$ cat src/rtl/rc_select_pkg.sv
package rc_select_pkg;
  typedef enum logic [1:0] {
    MODE_AUTO     = 2'b00,
    MODE_FORCED   = 2'b01,
    MODE_EXT      = 2'b10,
    MODE_AUTO_ALT = 2'b11
  } rc_mode_e;

  function automatic logic is_auto(input rc_mode_e m);
    return (m == MODE_AUTO) || (m == MODE_AUTO_ALT);
  endfunction
endpackage

$ cat src/rtl/rc_qual.sv
module rc_qual #(
  parameter int N_IN  = 8,
  parameter int PRI_W = 4
) (
  input  logic [N_IN-1:0]       valid_i,
  input  logic [N_IN*PRI_W-1:0] prio_i,
  output logic [N_IN-1:0]       qual_o
);
  for (genvar g = 0; g < N_IN; g++) begin : g_qual
    assign qual_o[g] = valid_i[g] & (|prio_i[g*PRI_W +: PRI_W]);
  end
endmodule

$ cat src/rtl/rc_rank.sv
module rc_rank #(
  parameter int N_IN  = 8,
  parameter int PRI_W = 4,
  parameter int IDX_W = 4
) (
  input  logic [N_IN-1:0]       qual_i,
  input  logic [N_IN*PRI_W-1:0] prio_i,
  output logic [IDX_W-1:0]      best_o,
  output logic [IDX_W-1:0]      second_o,
  output logic                  any_o
);
  logic [PRI_W-1:0] best_pri, sec_pri;

  // strict compare keeps the lower index on ties
  always_comb begin
    best_o   = '0;
    second_o = '0;
    best_pri = '1;
    sec_pri  = '1;
    for (int i = 0; i < N_IN; i++) begin
      if (qual_i[i]) begin
        if (best_o == '0 || prio_i[i*PRI_W +: PRI_W] < best_pri) begin
          second_o = best_o;
          sec_pri  = best_pri;
          best_o   = IDX_W'(i + 1);
          best_pri = prio_i[i*PRI_W +: PRI_W];
        end else if (second_o == '0 || prio_i[i*PRI_W +: PRI_W] < sec_pri) begin
          second_o = IDX_W'(i + 1);
          sec_pri  = prio_i[i*PRI_W +: PRI_W];
        end
      end
    end
    any_o = |qual_i;
  end
endmodule

$ cat src/rtl/rc_pick.sv
module rc_pick
  import rc_select_pkg::*;
#(
  parameter int N_IN  = 8,
  parameter int IDX_W = 4
) (
  input  logic             clk_i,
  input  logic             rst_ni,
  input  rc_mode_e         mode_i,
  input  logic             revertive_i,
  input  logic [IDX_W-1:0] force_idx_i,
  input  logic [IDX_W-1:0] ext_idx_i,
  input  logic [N_IN-1:0]  qual_i,
  input  logic [IDX_W-1:0] best_i,
  input  logic             any_i,
  output logic [IDX_W-1:0] sel_o,
  output logic             no_ref_o
);
  logic             cur_qual;
  logic [IDX_W-1:0] sel_d;
  logic             no_ref_d;

  always_comb begin
    cur_qual = 1'b0;
    for (int i = 0; i < N_IN; i++)
      if (sel_o == IDX_W'(i + 1) && qual_i[i]) cur_qual = 1'b1;
  end

  always_comb begin
    sel_d    = sel_o;
    no_ref_d = 1'b0;
    unique case (mode_i)
      MODE_FORCED: sel_d = force_idx_i;
      MODE_EXT:    sel_d = ext_idx_i;
      default: begin
        if (!any_i)                         no_ref_d = 1'b1;
        else if (revertive_i || !cur_qual)  sel_d    = best_i;
      end
    endcase
  end

  always_ff @(posedge clk_i or negedge rst_ni) begin
    if (!rst_ni) begin
      sel_o    <= '0;
      no_ref_o <= 1'b0;
    end else begin
      sel_o    <= sel_d;
      no_ref_o <= no_ref_d;
    end
  end

  AST_FORCED_FOLLOW: assert property (@(posedge clk_i) disable iff (!rst_ni)
    mode_i == MODE_FORCED |=> sel_o == $past(force_idx_i));
  AST_EXT_FOLLOW: assert property (@(posedge clk_i) disable iff (!rst_ni)
    mode_i == MODE_EXT |=> sel_o == $past(ext_idx_i));
  AST_NONREV_HOLD: assert property (@(posedge clk_i) disable iff (!rst_ni)
    (is_auto(mode_i) && !revertive_i && cur_qual) |=> $stable(sel_o));
  AST_NONREV_MOVE: assert property (@(posedge clk_i) disable iff (!rst_ni)
    (is_auto(mode_i) && !revertive_i && !cur_qual && any_i) |=> sel_o == $past(best_i));
  AST_NOREF_HOLD: assert property (@(posedge clk_i) disable iff (!rst_ni)
    (is_auto(mode_i) && !any_i) |=> (no_ref_o && $stable(sel_o)));
endmodule

$ cat src/rtl/rc_select.sv
module rc_select
  import rc_select_pkg::*;
#(
  parameter int N_IN  = 8,
  parameter int PRI_W = 4,
  parameter int IDX_W = 4
) (
  input  logic                  clk_i,
  input  logic                  rst_ni,
  input  logic [N_IN-1:0]       valid_i,
  input  logic [N_IN*PRI_W-1:0] prio_i,
  input  logic [1:0]            mode_i,
  input  logic                  revertive_i,
  input  logic [IDX_W-1:0]      force_idx_i,
  input  logic [IDX_W-1:0]      ext_idx_i,
  output logic [IDX_W-1:0]      sel_idx_o,
  output logic [IDX_W-1:0]      best_idx_o,
  output logic [IDX_W-1:0]      second_idx_o,
  output logic                  no_ref_o
);
  localparam int MAX_IDX = (1 << IDX_W) - 1;

  logic [N_IN-1:0]  qual;
  logic [IDX_W-1:0] best_c, second_c;
  logic             any_c;
  rc_mode_e         mode;

  assign mode = rc_mode_e'(mode_i);

  initial begin
    if (N_IN > MAX_IDX) $error("N_IN does not fit IDX_W");
  end

  rc_qual #(.N_IN(N_IN), .PRI_W(PRI_W)) u_qual (
    .valid_i (valid_i),
    .prio_i  (prio_i),
    .qual_o  (qual)
  );

  rc_rank #(.N_IN(N_IN), .PRI_W(PRI_W), .IDX_W(IDX_W)) u_rank (
    .qual_i   (qual),
    .prio_i   (prio_i),
    .best_o   (best_c),
    .second_o (second_c),
    .any_o    (any_c)
  );

  rc_pick #(.N_IN(N_IN), .IDX_W(IDX_W)) u_pick (
    .clk_i       (clk_i),
    .rst_ni      (rst_ni),
    .mode_i      (mode),
    .revertive_i (revertive_i),
    .force_idx_i (force_idx_i),
    .ext_idx_i   (ext_idx_i),
    .qual_i      (qual),
    .best_i      (best_c),
    .any_i       (any_c),
    .sel_o       (sel_idx_o),
    .no_ref_o    (no_ref_o)
  );

  always_ff @(posedge clk_i or negedge rst_ni) begin
    if (!rst_ni) begin
      best_idx_o   <= '0;
      second_idx_o <= '0;
    end else begin
      best_idx_o   <= best_c;
      second_idx_o <= second_c;
    end
  end

  AST_RANK_DISTINCT: assert property (@(posedge clk_i) disable iff (!rst_ni)
    second_idx_o != '0 |-> (best_idx_o != '0 && best_idx_o != second_idx_o));
  AST_REV_MATCH: assert property (@(posedge clk_i) disable iff (!rst_ni)
    (is_auto(mode) && revertive_i && any_c) |=> sel_idx_o == best_idx_o);
  AST_NOREF_MODE: assert property (@(posedge clk_i) disable iff (!rst_ni)
    !is_auto(mode) |=> !no_ref_o);
  AST_RESET_CLEAR: assert property (@(posedge clk_i)
    !rst_ni |-> (sel_idx_o == '0 && best_idx_o == '0 && !no_ref_o));
endmodule

$ cat config.mk
export PLATFORM = sky130hd
export DESIGN_NAME = rc_select
export DESIGN_NICKNAME = d
export VERILOG_FILES = /design/src/rtl/rc_select_pkg.sv /design/src/rtl/rc_qual.sv /design/src/rtl/rc_rank.sv /design/src/rtl/rc_pick.sv /design/src/rtl/rc_select.sv
export SDC_FILE = /design/constraint.sdc
export NUM_CORES = 1
export LEC_CHECK = 0
export BUFFER_PORTS_ARGS = -buffer_cell sky130_fd_sc_hd__buf_4
export CORE_MARGIN = 8
export CORE_UTILIZATION = 40
export CTS_CLUSTER_SIZE = 25
export DETAILED_ROUTE_END_ITERATION = 10
export GPL_TIMING_DRIVEN = 0
export PLACE_DENSITY = 0.66
export REMOVE_ABC_BUFFERS = 1
export SLEW_MARGIN = 25
export SYNTH_ARGS = -nofsm -noshare
export SYNTH_HDL_FRONTEND = slang
export SYNTH_HIERARCHICAL = 1
export SYNTH_SLANG_ARGS = --single-unit
$ cat constraint.sdc
create_clock -name clk_i -period 1.95 [get_ports clk_i]
set_input_delay 0.0975 -clock clk_i [delete_from_list [all_inputs] [get_ports clk_i]]
set_output_delay 0.0975 -clock clk_i [all_outputs]
set_load 0.02 [all_outputs]
=== Word level (Yosys, flattened, before mapping) ===
Index checks and enable logic that the tools add are counted.

* Bits in registers: 13
* Input bits: 53
* Output and inout port bits: 13
* Logic and storage cells: 162

* Magnitude comparators: 13
* Eq/ne operators: 10
* Mux-type cells: 78
* Bitwise gates (word level): 8
* Reductions and logical operators: 49

{| class="wikitable"
|+ Operators by type and width
! cell !! number
|-
| $mux 4 || 64
|-
| $logic_not 4->1 || 13
|-
| $lt 4x4->1 || 13
|-
| $reduce_or 4->1 || 8
|-
| $eq 4x3->1 const B || 4
|-
| $logic_or 1x1->1 || 14
|-
| $mux 1 || 11
|-
| $and 1x1->1 || 8
|-
| $eq 4x2->1 const B || 2
|-
| $logic_and 1x1->1 || 8
|-
| $pmux 4 s2 || 1
|-
| $reduce_or 8->1 || 1
|-
| $reduce_bool 3->1 || 2
|-
| $eq 4x1->1 const B || 1
|-
| $eq 4x4->1 const B || 1
|-
| $mux 2 || 2
|-
| $eq 2x1->1 const B || 1
|-
| $eq 2x2->1 const B || 1
|-
| $reduce_and 2->1 || 1
|-
| $reduce_or 2->1 || 1
|-
| $logic_not 1->1 || 1
|}

=== Longest topological paths before layout ===
Gate-level depths: netlist (run 1).

* Depth in word-level cells: 37
* Mapped depth: 67
* Gate-level depth less buffers: 61

=== Cells and area by module ===
The synthesis (run 1) kept the hierarchy.

{| class="wikitable"
|+ Modules (own cells, without submodules)
! module !! instances !! cells an instance !! area each (um^2) !! sequential area each (um^2)
|-
| rc_rank || 1 || 485 || 3268.1 || 0.0
|-
| rc_pick || 1 || 36 || 376.6 || 125.1
|-
| rc_select || 1 || 8 || 200.2 || 200.2
|-
| rc_qual || 1 || 8 || 90.1 || 0.0
|}

=== Worst setup path before layout (run 1) ===
OpenSTA, ideal clock, no wires.

* Kind: in2reg
* From: input prio_i[1]
* To: register u_pick.sel_o[2]
* Setup time: 0.128 ns
* Arrival time: 12.128 ns
* Required time: 1.822 ns
* Setup slack: -10.306 ns
* Stages: 63
* Buffers on the path: 5
* Cells stage by stage: o41a_1 buf_4 clkbuf_1 nor2b_1 ha_1 o21ai_0 a21oi_1 o22ai_1 nand2_1 nand2_1 o22a_1 inv_1 ha_1 nor4_1 nand2_2 nand2_1 nand2_1 mux2_2 [... 27 more ...] or4_1 o31ai_1 or2_2 clkbuf_1 inv_1 nor2_1 nor2_1 a21oi_1 ha_1 a21oi_1 nand2_1 o211ai_1 nand2_1 inv_1 a21oi_1 nand2_1 o21ai_0 mux2_1

* Word-level cells in the longest chain between the ends: 34
* Elaborated cells on any way between the ends: 69
* Classes of those cells: order compare: 7; mux: 39; bitwise: 1; reduce/logical: 22

{| class="wikitable"
|+ RTL lines
! what !! RTL line !! RTL
|-
| from (decl) || rc_select.sv:11 || <nowiki>input logic [N_IN*PRI_W-1:0] prio_i,</nowiki>
|-
| $reduce_or 4->1 || rc_qual.sv:10 || <nowiki>assign qual_o[g] = valid_i[g] & (|prio_i[g*PRI_W +: PRI_W]);</nowiki>
|-
| $and 1x1->1 || rc_qual.sv:10 ||
|-
| $mux 4 / $mux 1 (equally long branches) || rc_rank.sv:21 || <nowiki>if (qual_i[i]) begin</nowiki>
|-
| $lt 4x4->1 / $logic_not 4->1 (equally long branches) || rc_rank.sv:22 || <nowiki>if (best_o == '0 || prio_i[i*PRI_W +: PRI_W] < best_pri) begin</nowiki>
|-
| $logic_or 1x1->1 || rc_rank.sv:22 ||
|-
| $mux 4 / $mux 2 (equally long branches) || rc_rank.sv:22 ||
|-
| $mux 4 || rc_rank.sv:21 ||
|-
| $lt 4x4->1 / $logic_not 4->1 (equally long branches) || rc_rank.sv:22 ||
|-
| [... 19 more ...] || - ||
|-
| $lt 4x4->1 / $logic_not 4->1 (equally long branches) || rc_rank.sv:22 ||
|-
| $logic_or 1x1->1 || rc_rank.sv:22 ||
|-
| $mux 4 || rc_rank.sv:22 ||
|-
| $mux 4 * || rc_rank.sv:21 ||
|-
| named net best_c[2] || rc_select.sv:24 || <nowiki>logic [IDX_W-1:0] best_c, second_c;</nowiki>
|-
| $mux 4 * || rc_pick.sv:37 || <nowiki>else if (revertive_i || !cur_qual) sel_d = best_i;</nowiki>
|-
| $mux 4 * || rc_pick.sv:36 || <nowiki>if (!any_i) no_ref_d = 1'b1;</nowiki>
|-
| $pmux 4 s2 * || rc_pick.sv:32 || <nowiki>unique case (mode_i)</nowiki>
|-
| to (signal assigned) || rc_pick.sv:47 || <nowiki>sel_o <= sel_d;</nowiki>
|-
| to (decl) || rc_pick.sv:16 || <nowiki>output logic [IDX_W-1:0] sel_o,</nowiki>
|}

The timed path passes the listed nets; every way through them passes the cells marked *. The select of a mux whose other input is x is not followed.
A chain may end at the register's enable or synchronous reset.

=== Worst setup path after layout (run 1) ===
* From: input prio_i[2]
* To: register second_idx_o[1]

* Word-level cells in the longest chain between the ends: 37
* Elaborated cells on any way between the ends: 104
* Classes of those cells: order compare: 13; mux: 63; bitwise: 1; reduce/logical: 27

{| class="wikitable"
|+ RTL lines
! what !! RTL line !! RTL
|-
| $reduce_or 4->1 * || rc_qual.sv:10 ||
|-
| $and 1x1->1 * || rc_qual.sv:10 ||
|-
| named net qual[0] || rc_select.sv:23 || <nowiki>logic [N_IN-1:0] qual;</nowiki>
|-
| $mux 4 / $mux 1 (equally long branches) || rc_rank.sv:21 ||
|-
| $lt 4x4->1 / $logic_not 4->1 (equally long branches) || rc_rank.sv:22 ||
|-
| $logic_or 1x1->1 || rc_rank.sv:22 ||
|-
| $mux 4 / $mux 2 (equally long branches) || rc_rank.sv:22 ||
|-
| $mux 4 || rc_rank.sv:21 ||
|-
| [... 23 more ...] || - ||
|-
| $mux 4 || rc_rank.sv:22 ||
|-
| $mux 4 || rc_rank.sv:21 ||
|-
| $lt 4x4->1 / $logic_not 4->1 (equally long branches) || rc_rank.sv:27 || <nowiki>end else if (second_o == '0 || prio_i[i*PRI_W +: PRI_W] < sec_pri) begin</nowiki>
|-
| $logic_or 1x1->1 || rc_rank.sv:27 ||
|-
| $mux 4 || rc_rank.sv:27 ||
|-
| $mux 4 || rc_rank.sv:22 ||
|-
| $mux 4 * || rc_rank.sv:21 ||
|-
| named net second_c[1] || rc_select.sv:24 ||
|-
| to (signal assigned) || rc_select.sv:68 || <nowiki>second_idx_o <= second_c;</nowiki>
|-
| to (decl) || rc_select.sv:18 || <nowiki>output logic [IDX_W-1:0] second_idx_o,</nowiki>
|}

The timed path passes the listed nets; every way through them passes the cells marked *.

==> results of run 1 <==
[power breakdown]
| group | switching, mW | internal (mW) | total, mW |
|---|---|---|---|
| clock | 0.0899 | 0.144 | 0.234 |
| combinational | 2.92 | 2.86 | 5.79 |
| sequential | 0.0693 | 0.380 | 0.449 |
| total | 3.08 | 3.39 | 6.47 |
[layout make-up]
cell class              count  area [um2]  area share
inverters                  37         146      0.0219
repair buffers            211        1640       0.245
multi-input cells         471        4360       0.652
clock buffers               4        45.0     0.00674
flip-flops and latches     13         325      0.0487
well taps                 133         166      0.0249
[worst max-delay path: cells and delay by family]
| kind | cells | cell delay (ns) |
|---|---|---|
| mux | 4 | 0.84 |
| fa+ha+maj | 7 | 1.62 |
| buf+inv | 7 | 0.68 |
| compound gates | 30 | 6.33 |
| simple gates | 10 | 1.55 |
[registers in the layout, summed over array words and instances, names as in the netlist]
| signal | flops |
|---|---|
| best_idx_o | 4 |
| second_idx_o | 4 |
| u_pick/no_ref_o | 1 |
| u_pick/sel_o | 4 |
[placed cells by master, fill, tap and decap left out, types with 7 or more instances in the layout]
cell	count
nand2_1	39
mux2_4	9
buf_4	199
dfrtp_1	13
o21ai_2	9
ha_1	14
nor2_1	42
a21o_1	12
inv_2	9
nor3_1	8
nor2_2	11
o21a_1	12
ha_4	19
a21oi_1	14
o22ai_1	14
nand2_2	7
buf_6	9
o211ai_1	12
ha_2	8
o21ai_1	11
a21oi_2	16
nand2b_1	8
inv_1	24
o21ai_0	15
a22oi_1	7
[routing by layer]
| metal | vias up | part of all wire | GRT usage |
|---|---|---|---|
| li1 | 2491 | - | - |
| met1 | 2589 | 0.37 | 0.256 |
| met2 | 359 | 0.49 | 0.405 |
| met3 | 106 | 0.079 | 0.0331 |
| met4 | 0 | 0.059 | 0.116 |
| met5 | - | 0 | 0 |
[timing repair]
item                                    in CTS  in global routing
gates cloned                                 1                  0
hold endpoints to repair                    13                  0
buffers inserted                           111                 34
pin swaps                                   64                 63
hold buffers                                 1                  0
resized for setup                          155                 68
endpoints found under the setup margin      13                 13
[cell families (layout without fill, tap and decap cells)]
logic type | after synthesis | count (layout)
AO/OA/AOI/OAI | 228 | 229
AND/OR/NAND/NOR | 176 | 176
buffers and inverters | 54 | 252
adder cells (fa/ha/maj) | 41 | 41
multiplexers | 25 | 25
flip-flops | 13 | 13
[metrics by stage]
| stage | setup TNS (ns) | setup slack (ns) |
|---|---|---|
| finish | -104.64 | -9.08 |
| global route | -109.01 | -9.47 |
| CTS | -100.48 | -8.63 |
| global placement | -147.03 | -12.48 |
| floorplan | -117.42 | -9.97 |
| detailed placement | -150.30 | -12.76 |
[worst max path at each step]
stage,cells past startpoint,startpoint,to
finish,58,prio_i[2],second_idx_o[1]
global route,58,prio_i[2],second_idx_o[1]
CTS,58,prio_i[2],second_idx_o[1]
detailed placement,59,prio_i[1],u_pick/sel_o[2]
global placement,58,prio_i[1],u_pick/sel_o[2]
floorplan,58,prio_i[1],u_pick/sel_o[2]
==> impl_metrics.ini, run 1 <==
[power_and_ir_drop]
total_power_mw = 6.47
leakagePower_nw = 2.86
ir_worst_vdd_v = 0.000447
powerDensity_nw_per_um2 = 968

[synth]
ys_warn_count = 6
syn_area_per_cell_um2 = 7.33
synth_top_area_cell = ha_1
synthCells = 537
synth_top_family_by_area = compound AO/OA/AOI/OAI gates
synthTopCellsByArea = ha_1 13%, dfrtp_1 8.3%, nor2_1 5.4%, nand2_1 4.6%, a21oi_1 4.5%
synth_edf_count = 0
post_synth_and_or_nand_nor_area_fraction = 0.214
synth_ff_type = dfrtp_1
synth_compound_area_frac = 0.446
synthArstFlopShare = 1.00
ys_top_cells_by_count = 57 x nor2_1, 48 x nand2_1, 41 x ha_1
synthXorXnorAreaFrac = 0
ys_types = 82
synth_area_um2 = 3940
synthAdderAreaFrac = 0.130
synth_top_area_frac = 0.130
ys_ff_latch = 13
synth.most_common_cell = nor2_1
yosysSeqAreaShare = 0.0827
synthMuxAreaShare = 0.0715

[route]
drc = 0
wl_per_cell_um = 20.2
drtIter0Drc = 481
routed_wl_um = 17600
antenna_left = 0
dr.pass1.iters = 7
via_per_inst = 6.38
vias = 5545

[outcome]
status = finished with violations
violations = setup timing

[clock_network]
clock-sinks = 13
cts_tree = yes
cts_buffer_depth = 2
cts_made_buffers = 3
clkSlewWorstSetupHoldPaths_ns = 0.05
htree_levels = 1
cts-root-buf = clkbuf_8
clk_latency_ns = 0.24

[critical_path]
cp_common_cell = a21oi_2
critPathMaxStageDelay_ns = 0.51
start_kind = input port
crit_required_ns = 2.06
crit_type = input port to flip-flop
end_kind = flip-flop
reg2regPathDepth = 5
r2r_slack_ns = -0.15
rr_startpoint = u_pick/sel_o[0]
cp_slowest_cell = o41a_4
crit_arrival_ns = 11.13
rr_endpoint = u_pick/sel_o[0]
crit_path_max_fanout = 8

[floorplan]
initial_core_util = 0.406
die_area_um2 = 13300
fp-row-count = 36
coreArea_um2 = 9680
ios = 66
fp.dieW_um = 115
die_y_um = 115

[sta]
period_share = 5.65
timing.final.ws_setup_ns = -9.08
relSlewSlack = 0.448
min_period_ns = 11.03
tightest_slew_ns = 0.828
rsz0062_at_grt = true
slew_viol_final = 0
whs_ns = 0.233
hold_viol = 0
max_freq_mhz = 90.7
skew_ns = 0.000180
setup_violations = 13

[global_routing]
grt_pass1_wl_um = 25100
first_global_vias = 5328
grt_overflow = 0
grt_max_degree = 27
antenna_found_initial = 0
track_usage = 0.227

[layout]
layout-drive-gt1-share = 0.535
area_growth_pct = 69.9
final_cell_area_um2 = 6680
antennaDiodeCount = 0
final_util = 0.690
stdcell_count = 869
layout.nets = 831
nFillCells = 658

[placed_design]
io_buffers = 65
place_hpwl_um = 9880
place_area_um2 = 4510
place_congestion = 0.886
dpl.cell_count = 718

[min_path]
hold_class = input port to async pin

[job]
max_cap_viol_count = 0
Power figures use the tool's default switching activity.
==> run 2: changes to the inputs <==
--- a/config.mk
+++ b/config.mk
@@ -6,14 +6,16 @@
 export NUM_CORES = 1
 export LEC_CHECK = 0
 export BUFFER_PORTS_ARGS = -buffer_cell sky130_fd_sc_hd__buf_4
+export CELL_PAD_IN_SITES_DETAIL_PLACEMENT = 1
+export CELL_PAD_IN_SITES_GLOBAL_PLACEMENT = 2
 export CORE_MARGIN = 8
-export CORE_UTILIZATION = 40
+export CORE_UTILIZATION = 30
 export CTS_CLUSTER_SIZE = 25
 export DETAILED_ROUTE_END_ITERATION = 10
 export GPL_TIMING_DRIVEN = 0
-export PLACE_DENSITY = 0.66
+export PLACE_DENSITY = 0.83
 export REMOVE_ABC_BUFFERS = 1
-export SLEW_MARGIN = 25
+export SLEW_MARGIN = 20
 export SYNTH_ARGS = -nofsm -noshare
 export SYNTH_HDL_FRONTEND = slang
 export SYNTH_HIERARCHICAL = 1
==> run 2 against run 1 <==
Compared with the run above:
- the flow still finishes with violations (setup timing)
- sequential power up 2%
- final area rose by 0.34%
- clock-buffer cell count unchanged
- clock skew about the same
- critical path type unchanged
- largest power group unchanged
==> impl_metrics.ini, run 2 (same netlist as run 1, synthesis figures left out) <==
[outcome]
status = finished with violations
violations = setup timing

[min_path]
hold_class = input port to async pin

[critical_path]
r2r_slack_ns = -0.18
end_kind = flip-flop
crit_path_max_fanout = 8
cp_slowest_cell = o41a_4
cp_common_cell = ha_4
critPathMaxStageDelay_ns = 0.52
start_kind = input port
rr_startpoint = u_pick/sel_o[0]
crit_type = input port to flip-flop
crit_arrival_ns = 11.49
rr_endpoint = u_pick/sel_o[3]
crit_required_ns = 2.07
reg2regPathDepth = 5

[clock_network]
htree_levels = 1
clk_latency_ns = 0.24
cts_tree = yes
clkSlewWorstSetupHoldPaths_ns = 0.05
cts_buffer_depth = 2
cts_made_buffers = 3
clock-sinks = 13
cts-root-buf = clkbuf_16

[route]
via_per_inst = 5.97
routed_wl_um = 20200
antenna_left = 0
drc = 0
dr.pass1.iters = 5
vias = 5389
drtIter0Drc = 391
wl_per_cell_um = 22.4

[placed_design]
dpl_worst_slack_ns = -13.33
io_buffers = 65
dpl.cell_count = 761
place_hpwl_um = 11800
place_congestion = 0.855
place_area_um2 = 4560

[sta]
min_period_ns = 11.38
timing.final.ws_setup_ns = -9.43
max_freq_mhz = 87.9
tightest_slew_ns = 0.771
rsz0062_at_grt = true
relSlewSlack = 0.481
hold_viol = 0
setup_violations = 13
skew_ns = 0.000223
slew_viol_final = 0
period_share = 5.83

[floorplan]
coreArea_um2 = 13000
ios = 66
die_y_um = 131
fp.dieW_um = 131
fp-row-count = 42
die_area_um2 = 17000
initial_core_util = 0.302

[job]
max_cap_viol_count = 0

[power_and_ir_drop]
leakagePower_nw = 2.85
switching_share = 0.485
total_power_mw = 6.24
ir_worst_vdd_v = 0.000333
powerDensity_nw_per_um2 = 930
power.switching_mw = 3.02
intPower_mw = 3.22
seqPwrFrac = 0.073
clock_power_share = 0.063
power_frac_comb = 0.864

[layout]
area_growth_pct = 70.4
layout-drive-gt1-share = 0.522
antennaDiodeCount = 0
reg_top3 = best_idx_o (4), second_idx_o (4), u_pick/sel_o (4)
layout_commonest_cell = buf_4
layout.nets = 821
mostFrequentLayoutCells = 189 x buf_4, 42 x nor2_1, 40 x nand2_1
stdcell_count = 902
final_cell_area_um2 = 6710

[global_routing]
track_usage = 0.204
first_global_vias = 5528
antenna_found_initial = 0
grt_pass1_wl_um = 28300
grt_max_degree = 27
grt_overflow = 0
==> run 2: changes by cell type in the layout (fill, tap and decap cells not counted), sizes merged <==
cell | previous run | this run
buf | 210 | 200
==> run 2: worst max path at each step <==
stage               startpoint              end
finish               prio_i[1]  second_idx_o[2]
global route         prio_i[1]  second_idx_o[2]
CTS                  prio_i[2]  second_idx_o[1]
detailed placement   prio_i[1]  u_pick/sel_o[1]
global placement     prio_i[1]  u_pick/sel_o[2]
floorplan            prio_i[1]  u_pick/sel_o[2]
==> run 2: stage by stage <==
stage,util,TNS (ns),hold WS [ns]
floorplan,-,-117.42,-0.198
global placement,0.350,-151.16,-0.0580
detailed placement,0.350,-157.56,-0.0538
CTS,0.478,-99.93,0.237
global route,0.515,-111.16,0.257
finish,0.515,-105.28,0.236
==> run 2: metal layers <==
| layer | part of all wire | track usage | up-vias | wire length [um] |
|---|---|---|---|---|
| met1 | 0.41 | 0.238 | 2657 | 8230 |
| met3 | 0.042 | 0.0130 | 63 | 842 |
| met5 | 0 | 0 | - | 0 |
| met4 | 0.034 | 0.0398 | 0 | 682 |
| met2 | 0.52 | 0.396 | 195 | 10400 |
| li1 | - | - | 2474 | - |
==> run 2: layout make-up <==
cell class / instances / area, um2
flip-flops and latches: 13 / 325
multi-input cells: 471 / 4370
fillers: 1567 / 6330
well taps: 176 / 220
inverters: 37 / 139
clock buffers: 4 / 78.8
repair buffers: 201 / 1570
==> run 2: power by group through the flow <==
stage	logic [mW]	clock network [mW]	registers (mW)
5_1_grt	5.72	0.413	0.470
3_3_place_gp	3.13	0	0.451
2_1_floorplan	2.18	0	0.582
4_1_cts	4.68	0.406	0.460
3_5_place_dp	3.27	0	0.456
6_report	5.39	0.393	0.457
==> run 2: timing repair <==
item | CTS | global route
hold endpoints to repair | 13 | 0
hold buffers | 1 | 0
gates cloned | 1 | 0
endpoints found under the setup margin | 13 | 13
resized for setup | 170 | 51
buffers inserted | 103 | 32
pin swaps | 76 | 53
==> run 2: worst max-delay path, delay by kind of cell <==
family | cells | cell delay, ns
adder cells (fa/ha/maj) | 7 | 1.65
buffers and inverters | 7 | 0.68
multiplexers | 3 | 0.77
AO/OA/AOI/OAI | 30 | 6.54
AND/OR/NAND/NOR | 10 | 1.77
